### config.mk
export PLATFORM = sky130hd
export DESIGN_NAME = usb_bus_reset_detect
export DESIGN_NICKNAME = d
export VERILOG_FILES = /design/src/rtl/usb_rst_pkg.sv /design/src/rtl/reset_timer_dp.sv /design/src/rtl/reset_chirp_ctrl.sv /design/src/rtl/usb_bus_reset_detect.sv
export SDC_FILE = /design/constraint.sdc
export NUM_CORES = 1
export LEC_CHECK = 0
export ABC_CLOCK_PERIOD_IN_PS = 2400
export BUFFER_PORTS_ARGS = -buffer_cell sky130_fd_sc_hd__buf_2
export CAP_MARGIN = 40
export CORE_MARGIN = 8
export CORE_UTILIZATION = 50
export DETAILED_ROUTE_END_ITERATION = 16
export PLACE_DENSITY = 0.73
export SLEW_MARGIN = 30
export SYNTH_ARGS = -nofsm -noshare
export SYNTH_HDL_FRONTEND = slang
export SYNTH_HIERARCHICAL = 1
export SYNTH_SLANG_ARGS = --single-unit
### constraint.sdc
create_clock -name clk -period 2.4 [get_ports clk]
set_clock_uncertainty 0.15 [all_clocks]
set_input_delay 0.12 -clock clk [delete_from_list [all_inputs] [get_ports clk]]
set_output_delay 0.12 -clock clk [all_outputs]
set_load 0.005 [all_outputs]
### src/rtl/usb_rst_pkg.sv
package usb_rst_pkg;

  typedef enum logic [1:0] {
    LS_SE0 = 2'b00,
    LS_J   = 2'b01,
    LS_K   = 2'b10,
    LS_SE1 = 2'b11
  } lineState_t;

  // strobes from control to datapath
  typedef struct packed {
    logic clrSe0;     // hold the SE0 run timer at zero
    logic clrPhase;   // restart the chirp / wait phase timer
    logic hostWatch;  // host chirp recognizer active (cleared when low)
  } strobes_t;

endpackage

### src/rtl/reset_timer_dp.sv
module reset_timer_dp
  import usb_rst_pkg::*;
#(
  parameter int FS_SE0_CYC = 150,
  parameter int HS_SE0_CYC = 180000,
  parameter int CHIRP_CYC  = 90000,
  parameter int WAIT_CYC   = 120000,
  parameter int STABLE_CYC = 150,
  parameter int SEQ_LEN    = 6
) (
  input  logic       clk,
  input  logic       rstN,
  input  lineState_t line,
  input  strobes_t   st,
  output logic       se0FsHit,
  output logic       se0HsHit,
  output logic       chirpDone,
  output logic       waitDone,
  output logic       seqDone
);

  localparam int SE0_MAX = (HS_SE0_CYC > FS_SE0_CYC) ? HS_SE0_CYC : FS_SE0_CYC;
  localparam int SE0_W   = $clog2(SE0_MAX + 1);
  localparam int PH_MAX  = (CHIRP_CYC > WAIT_CYC) ? CHIRP_CYC : WAIT_CYC;
  localparam int PH_W    = $clog2(PH_MAX + 1);
  localparam int RUN_W   = $clog2(STABLE_CYC + 1);
  localparam int SEQ_W   = $clog2(SEQ_LEN + 1);

  logic [SE0_W-1:0] se0Cnt;
  logic [PH_W-1:0]  phaseCnt;
  logic [RUN_W-1:0] runLen;
  logic [SEQ_W-1:0] chirpCnt;
  lineState_t       prevLine;
  lineState_t       expectLine;

  // SE0 run timer, saturating
  always_ff @(posedge clk) begin
    if (!rstN || st.clrSe0 || line != LS_SE0) se0Cnt <= '0;
    else if (se0Cnt != SE0_W'(SE0_MAX))       se0Cnt <= se0Cnt + SE0_W'(1);
  end

  assign se0FsHit = se0Cnt >= SE0_W'(FS_SE0_CYC);
  assign se0HsHit = se0Cnt >= SE0_W'(HS_SE0_CYC);

  // phase timer for chirp drive and host wait
  always_ff @(posedge clk) begin
    if (!rstN || st.clrPhase)           phaseCnt <= '0;
    else if (phaseCnt != PH_W'(PH_MAX)) phaseCnt <= phaseCnt + PH_W'(1);
  end

  assign chirpDone = phaseCnt == PH_W'(CHIRP_CYC - 1);
  assign waitDone  = phaseCnt == PH_W'(WAIT_CYC - 1);

  // host chirp recognizer
  assign expectLine = chirpCnt[0] ? LS_J : LS_K;

  always_ff @(posedge clk) begin
    if (!rstN || !st.hostWatch) begin
      runLen   <= '0;
      chirpCnt <= '0;
      prevLine <= LS_SE0;
    end else if (line != prevLine) begin
      prevLine <= line;
      runLen   <= RUN_W'(1);
      if (runLen != '0 && runLen < RUN_W'(STABLE_CYC)) chirpCnt <= '0;  // glitch
    end else begin
      if (runLen != RUN_W'(STABLE_CYC)) runLen <= runLen + RUN_W'(1);
      if (runLen == RUN_W'(STABLE_CYC - 1)) begin
        if (line == expectLine) begin
          if (chirpCnt != SEQ_W'(SEQ_LEN)) chirpCnt <= chirpCnt + SEQ_W'(1);
        end else if (line == LS_K) chirpCnt <= SEQ_W'(1);
        else                       chirpCnt <= '0;
      end
    end
  end

  assign seqDone = chirpCnt == SEQ_W'(SEQ_LEN);

  // the host chirp count never passes the sequence length
  a_r5_count_bound: assert property (@(posedge clk) disable iff (!rstN)
    chirpCnt <= SEQ_W'(SEQ_LEN));

  // a short run always wipes the progress on the next sample
  a_r6_glitch_clears: assert property (@(posedge clk) disable iff (!rstN)
    (st.hostWatch && line != prevLine && runLen != '0 && runLen < RUN_W'(STABLE_CYC))
    |=> (chirpCnt == '0 || !st.hostWatch));

endmodule

### src/rtl/reset_chirp_ctrl.sv
module reset_chirp_ctrl
  import usb_rst_pkg::*;
(
  input  logic       clk,
  input  logic       rstN,
  input  lineState_t line,
  input  logic       hsMode,
  input  logic       se0FsHit,
  input  logic       se0HsHit,
  input  logic       chirpDone,
  input  logic       waitDone,
  input  logic       seqDone,
  output strobes_t   st,
  output logic       resetFlag,
  output logic       chirpKDrive,
  output logic       hsGranted,
  output logic       defaultPulse
);

  typedef enum logic [1:0] {S_IDLE, S_CHIRP, S_WAIT, S_REARM} state_t;

  state_t state, stateNx;
  logic   se0Hit;

  assign se0Hit = hsMode ? se0HsHit : se0FsHit;

  always_comb begin
    stateNx     = state;
    st.clrSe0   = (state != S_IDLE);
    st.clrPhase = 1'b0;
    st.hostWatch = (state == S_WAIT);
    unique case (state)
      S_IDLE:  if (se0Hit) begin stateNx = S_CHIRP; st.clrPhase = 1'b1; end
      S_CHIRP: if (chirpDone) begin stateNx = S_WAIT; st.clrPhase = 1'b1; end
      S_WAIT:  if (seqDone || waitDone) stateNx = S_REARM;
      S_REARM: if (line != LS_SE0) stateNx = S_IDLE;
      default: stateNx = S_IDLE;
    endcase
  end

  always_ff @(posedge clk) begin
    if (!rstN) begin
      state        <= S_IDLE;
      hsGranted    <= 1'b0;
      defaultPulse <= 1'b0;
    end else begin
      state        <= stateNx;
      defaultPulse <= (state == S_IDLE) && se0Hit;
      if (state == S_IDLE && se0Hit) hsGranted <= 1'b0;
      else if (state == S_WAIT && seqDone) hsGranted <= 1'b1;
      else if (state == S_WAIT && waitDone) hsGranted <= 1'b0;
    end
  end

  assign resetFlag   = (state == S_CHIRP) || (state == S_WAIT);
  assign chirpKDrive = (state == S_CHIRP);

  // a rising flag is always preceded by a counted SE0 sample
  a_r1_rise_after_se0: assert property (@(posedge clk) disable iff (!rstN)
    $rose(resetFlag) |-> $past(line, 2) == LS_SE0);

  // the Default pulse marks the rise of the flag
  a_r9_pulse_on_rise: assert property (@(posedge clk) disable iff (!rstN)
    defaultPulse |-> $rose(resetFlag));

  // the chirp ends into the host wait, never straight to idle
  a_r7_chirp_then_wait: assert property (@(posedge clk) disable iff (!rstN)
    $fell(chirpKDrive) |-> resetFlag);

  // the result holds while the flag stays low
  a_r8_result_hold: assert property (@(posedge clk) disable iff (!rstN)
    (!resetFlag && !$past(resetFlag)) |-> $stable(hsGranted));

endmodule

### src/rtl/usb_bus_reset_detect.sv
module usb_bus_reset_detect
  import usb_rst_pkg::*;
#(
  parameter int FS_SE0_CYC = 150,
  parameter int HS_SE0_CYC = 180000,
  parameter int CHIRP_CYC  = 90000,
  parameter int WAIT_CYC   = 120000,
  parameter int STABLE_CYC = 150,
  parameter int SEQ_LEN    = 6
) (
  input  logic       clk,
  input  logic       rstN,
  input  logic [1:0] lineState,
  input  logic       hsMode,
  output logic       resetFlag,
  output logic       chirpKDrive,
  output logic       hsGranted,
  output logic       defaultPulse
);

  lineState_t line;
  strobes_t   st;
  logic       se0FsHit, se0HsHit, chirpDone, waitDone, seqDone;

  assign line = lineState_t'(lineState);

  reset_timer_dp #(
    .FS_SE0_CYC(FS_SE0_CYC), .HS_SE0_CYC(HS_SE0_CYC), .CHIRP_CYC(CHIRP_CYC),
    .WAIT_CYC(WAIT_CYC), .STABLE_CYC(STABLE_CYC), .SEQ_LEN(SEQ_LEN)
  ) i_dp (
    .clk(clk), .rstN(rstN), .line(line), .st(st),
    .se0FsHit(se0FsHit), .se0HsHit(se0HsHit),
    .chirpDone(chirpDone), .waitDone(waitDone), .seqDone(seqDone)
  );

  reset_chirp_ctrl i_ctrl (
    .clk(clk), .rstN(rstN), .line(line), .hsMode(hsMode),
    .se0FsHit(se0FsHit), .se0HsHit(se0HsHit),
    .chirpDone(chirpDone), .waitDone(waitDone), .seqDone(seqDone),
    .st(st), .resetFlag(resetFlag), .chirpKDrive(chirpKDrive),
    .hsGranted(hsGranted), .defaultPulse(defaultPulse)
  );

endmodule

# Word-level counts from Yosys, hierarchy flattened

Index checks and enable logic that the tools add are counted.

Bits in registers: 52
Word-level logic and storage cells: 80

Reductions and logical operators: 23
$add $sub $neg: 4
$lt $le $gt $ge: 3
Bitwise gates (word level): 1
Equal/unequal tests: 20
Multiplexer cells: 20

Operators with widths:

| cell                                                               | number |
|---|---|
| equality test 17 bit, second input constant                        | 2 |
| adder 18 x 1 -> 18 bit, second input constant                      | 1 |
| greater-or-equal comparator 18 bit, second input constant          | 1 |
| greater-or-equal comparator 18 x 8 -> 1 bit, second input constant | 1 |
| inequality test 18 bit, second input constant                      | 1 |
| adder 17 x 1 -> 17 bit, second input constant                      | 1 |
| inequality test 17 bit, second input constant                      | 1 |
| 2-to-1 mux 3 bit                                                   | 5 |
| 2-to-1 mux 2 bit                                                   | 5 |
| nonzero test 2 bit                                                 | 5 |
| adder 8 x 1 -> 8 bit, second input constant                        | 1 |
| equality test 8 bit, second input constant                         | 1 |
| < comparator 8 bit, second input constant                          | 1 |
| 2-to-1 mux 1 bit                                                   | 8 |
| inequality test 2 x 1 -> 1 bit, second input constant              | 4 |
| inequality test 8 bit, second input constant                       | 1 |
| case mux 2 bit (4 select lines)                                    | 1 |
| nonzero test 8 bit                                                 | 1 |
| equality test 2 bit, second input constant                         | 3 |
| logical OR 1 bit                                                   | 6 |
| logical AND 1 bit                                                  | 4 |
| AND reduction 4 bit                                                | 1 |
| OR reduction 2 bit                                                 | 2 |
| adder 3 x 1 -> 3 bit, second input constant                        | 1 |
| 12 further kinds                                                   | 13 |

# Longest topological paths before layout

Word-level depth: 5
Mapped depth: 14

# By module

The synthesis kept the hierarchy.

By module, submodules not included:

| module           | times used | cells each | area each (um2) |
|---|---|---|---|
| reset_timer_dp   | 1          | 282        | 2442.3 |
| reset_chirp_ctrl | 1          | 34         | 315.3 |

# Worst setup path before layout

No wires, ideal clock.

Kind: flip-flop to flip-flop
Start: register i_dp.se0Cnt[0]
End: register i_dp.phaseCnt[10]
Path slack: -0.043 ns
Arrival: 2.228 ns
Library setup time: 0.065 ns
Cell stages (with the launch flop): 15
Period minus slack after synthesis: 2.443 ns
Data required time: 2.185 ns
Cell sequence: dfxtp_1 inv_1 ha_1 o21a_1 o21a_1 o31ai_1 nand4_1 mux2i_1 nor2_1 a21oi_1 nor2_1 nand2b_1 clkbuf_1 clkbuf_1 nor2_1

RTL lines:

| element                | line                 | RTL |
|---|---|---|
| start, declared        | reset_timer_dp.sv:29 | `logic [SE0_W-1:0] se0Cnt;` |
| start signal, assigned | reset_timer_dp.sv:39 | `else if (se0Cnt != SE0_W'(SE0_MAX)) se0Cnt <= se0Cnt + SE0_W'(1);` |
| end signal, assigned   | reset_timer_dp.sv:48 | `else if (phaseCnt != PH_W'(PH_MAX)) phaseCnt <= phaseCnt + PH_W'(1);` |
| end, declared          | reset_timer_dp.sv:30 | `logic [PH_W-1:0] phaseCnt;` |

==> results.cfg <==
[logic_synthesis]
synth.avg_cell_area_sq_um = 8.73
yosys_warnings = 6
yosysSeqAreaShare_pct = 37.7
syn_nets = 338
synth_edf_count = 0
netlist_instances = 316
synth-seq-cells = 52
synthArstFlopShare_pct = 0
synth.distinct_cells = 46
syn_area_sq_um = 2760
ys.flop_type = dfxtp_1

[detailed_routing]
wl_per_cell_um = 13.3
drt_iter0_markers = 108
post-route-drc-count = 0
wirelength_um = 5470
dr.pass1.iters = 4
vias_per_cell = 5.40
antenna_left = 0
vias = 2219

[clock_network]
cts_tree = done
numCtsBuffers = 5
cts_sinks = 52
htreeDepth = 2
cts_root_buffer = clkbuf_8
clk_pin_slew_ps = 90
clk_latency_ps = 300
cts_buffer_depth = 2

[grt]
grt_pass1_wl_um = 9550
grt_pass1_vias = 2126
grt.overflow.total = 0
gr-usage-all-layers_pct = 13.7
grt_antenna_before_repair = 0
grt_max_degree = 18

[timing]
fin_crit_ps = 2290
hold_violations = 0
tightest_slew_ps = 633
timing.fmax_mhz = 437
post-route-period-util_pct = 95.3
relSlewSlack_pct = 57.4
setup_slack_ps = 112
fin_tns_setup_ps = 0
rsz0062_at_grt = true
finalMaxSlewViolations = 0
setup_violations = 0
hold_ws_ps = 13.2

[setup_path]
r2r_start = i_dp/se0Cnt[0]
critPathLaunch = i_dp/se0Cnt[0]
crit_arrival_ps = 2380
crit_top_cell = o21a_1
end_kind = flop
worstPathMaxFanout = 17
critPathLaunchType = flop
reg2reg_slack_ps = 110
crit_chain = inv_1, ha_1, o21a_1, o21a_1, o31ai_2, nand4_1, mux2i_2, nor2_2, a21oi_2, nor2_1, nand2b_1, buf_6, a21oi_1
r2r-end = i_dp/phaseCnt[2]
cp_slowest_cell = dfxtp_2
crit_type = flop to flop
reg2regPathDepth = 13
cp.required_ps = 2490
critical_path.max_stage_delay_ps = 330
crit_end = i_dp/phaseCnt[2]

[power_and_ir_drop]
vdd_ir_drop_max_uv = 350
power.share.clock_pct = 36.4
powerDensity_nw_per_um2 = 515
comb_power_share_pct = 8.5
p_int_mw = 1.24
p_leak_nw = 1.10
totalPowerFinal_mw = 1.60
p_sw_mw = 0.358
pwr-share-seq_pct = 55.1
swShare_pct = 22.4

[floorplan]
rows = 27
fp.dieW_um = 90.3
fp.coreArea_sq_um = 5410
initial_core_util_pct = 51.0
die_h_um = 90.3
dieArea_sq_um = 8150
ios = 9

[finish]
fillCellCount = 482
syn_to_final_growth_pct = 12.6
fin_nets = 360
final_common_cell = dfxtp_1
n_antenna_cell = 0
layout.cells.non_filler = 411
final_cell_mix = 51 x dfxtp_1, 46 x nor2_1, 24 x xor2_1, 21 x nand2_1, 21 x nand3_1
drive_above_1_share_pct = 14.2

[placement]
dp_hpwl_um = 3950
gp_congestion = 0.785
placed_cells = 401
dp_slack_ps = 32.0
io_buffers = 8

[run_status]
status = finished, final reports clean

[worst_hold_path]
hp-class = input port to flop

[run]
maxCapViolations = 0
flip-flops by register name, summed over array words and instances, names as in the netlist:
name                 cells
i_ctrl/defaultPulse      1
i_ctrl/state             2
i_dp/runLen              8
i_dp/chirpCnt            3
i_ctrl/hsGranted         1
i_dp/prevLine            2
i_dp/se0Cnt             18
i_dp/phaseCnt           17
kinds of logic after synthesis:
logic type / share of synthesized area, %
simple gates: 30.9
flops: 37.7
xor+xnor: 11.8
compound gates: 7.62
buf+inv: 2.77
fa+ha+maj: 7.71
mux: 1.45
critical path, delay by kind of cell (launching register included):
kind,cells,cell delay [ps]
AO/OA/AOI/OAI,5,760
AND/OR/NAND/NOR,4,390
flip-flops,1,330
multiplexers,1,220
buffers and inverters,2,200
adder cells (fa/ha/maj),1,180
synth_stat cells (3+ instances only):
master | number | area (sq um)
dfxtp_1 | 52 | 1040
or3_1 | 3 | 18.8
inv_1 | 12 | 45.0
and4_1 | 4 | 35.0
xnor2_1 | 13 | 114
nand2_1 | 21 | 78.8
nor4b_1 | 4 | 35.0
nand3_1 | 21 | 105
nand4_1 | 11 | 68.8
nand2b_1 | 6 | 37.5
a21oi_1 | 13 | 65.1
o21ai_0 | 5 | 25.0
mux2i_1 | 4 | 40.0
xor2_1 | 24 | 210
and3_1 | 7 | 43.8
nor3b_1 | 3 | 22.5
ha_1 | 17 | 213
nor4_1 | 6 | 37.5
nor2_1 | 48 | 180
clkbuf_1 | 7 | 26.3
nor3_1 | 5 | 25.0
worst min-delay path by stage:
| stage | start | to | slack (ps) | cells after the start |
|---|---|---|---|---|
| floorplan | rstN | i_ctrl/defaultPulse | 90 | 1 |
| global placement | lineState[1] | i_dp/prevLine[1] | 310 | 2 |
| detailed placement | lineState[1] | i_dp/prevLine[1] | 330 | 2 |
| CTS | lineState[1] | i_dp/prevLine[1] | 2 | 2 |
| global route | lineState[0] | i_dp/prevLine[0] | 1 | 2 |
| finish | lineState[0] | i_dp/prevLine[0] | 10 | 2 |
power groups by stage:
stage / Combinational, mW / Clock [mW] / Sequential (mW)
final: 0.136 / 0.582 / 0.882
after floorplan: 0.0808 / 0 / 0.903
after detailed placement: 0.129 / 0 / 0.902
after CTS: 0.129 / 0.604 / 0.882
after global routing: 0.150 / 0.636 / 0.885
after global placement: 0.124 / 0 / 0.902
timing repair:
item / in CTS / in global routing
hold endpoints to repair: 0 / 1
hold buffers: 0 / 1
gates resized for setup: 0 / 8
setup buffers: 0 / 1
setup endpoints to repair: 0 / 19
metal layers:
layer	vias up	routed length, um	track usage [%]
li1	1136	-	-
met1	1049	2640	16.6
met2	27	2620	22.6
met3	7	138	3.08
met4	0	76	6.24
met5	-	0	0
final cells by class:
class / count / area [sq um] / share of cell area, %
clock buffer: 6 / 72.6 / 2.34
clock inverter: 2 / 35.0 / 1.13
inverter: 13 / 50.0 / 1.61
multi-input combinational: 244 / 1660 / 53.6
sequential: 52 / 1040 / 33.6
tap: 72 / 90.1 / 2.90
timing repair buffer: 22 / 151 / 4.88
stage by stage:
stage / cell area [sq um] / util (%)
floorplan: 2760 / -
global placement: 2950 / 54.6
detailed placement: 2950 / 54.6
CTS: 3060 / 56.6
global route: 3100 / 57.4
finish: 3100 / 57.4
No activity file was read; power rests on OpenSTA's default activity.
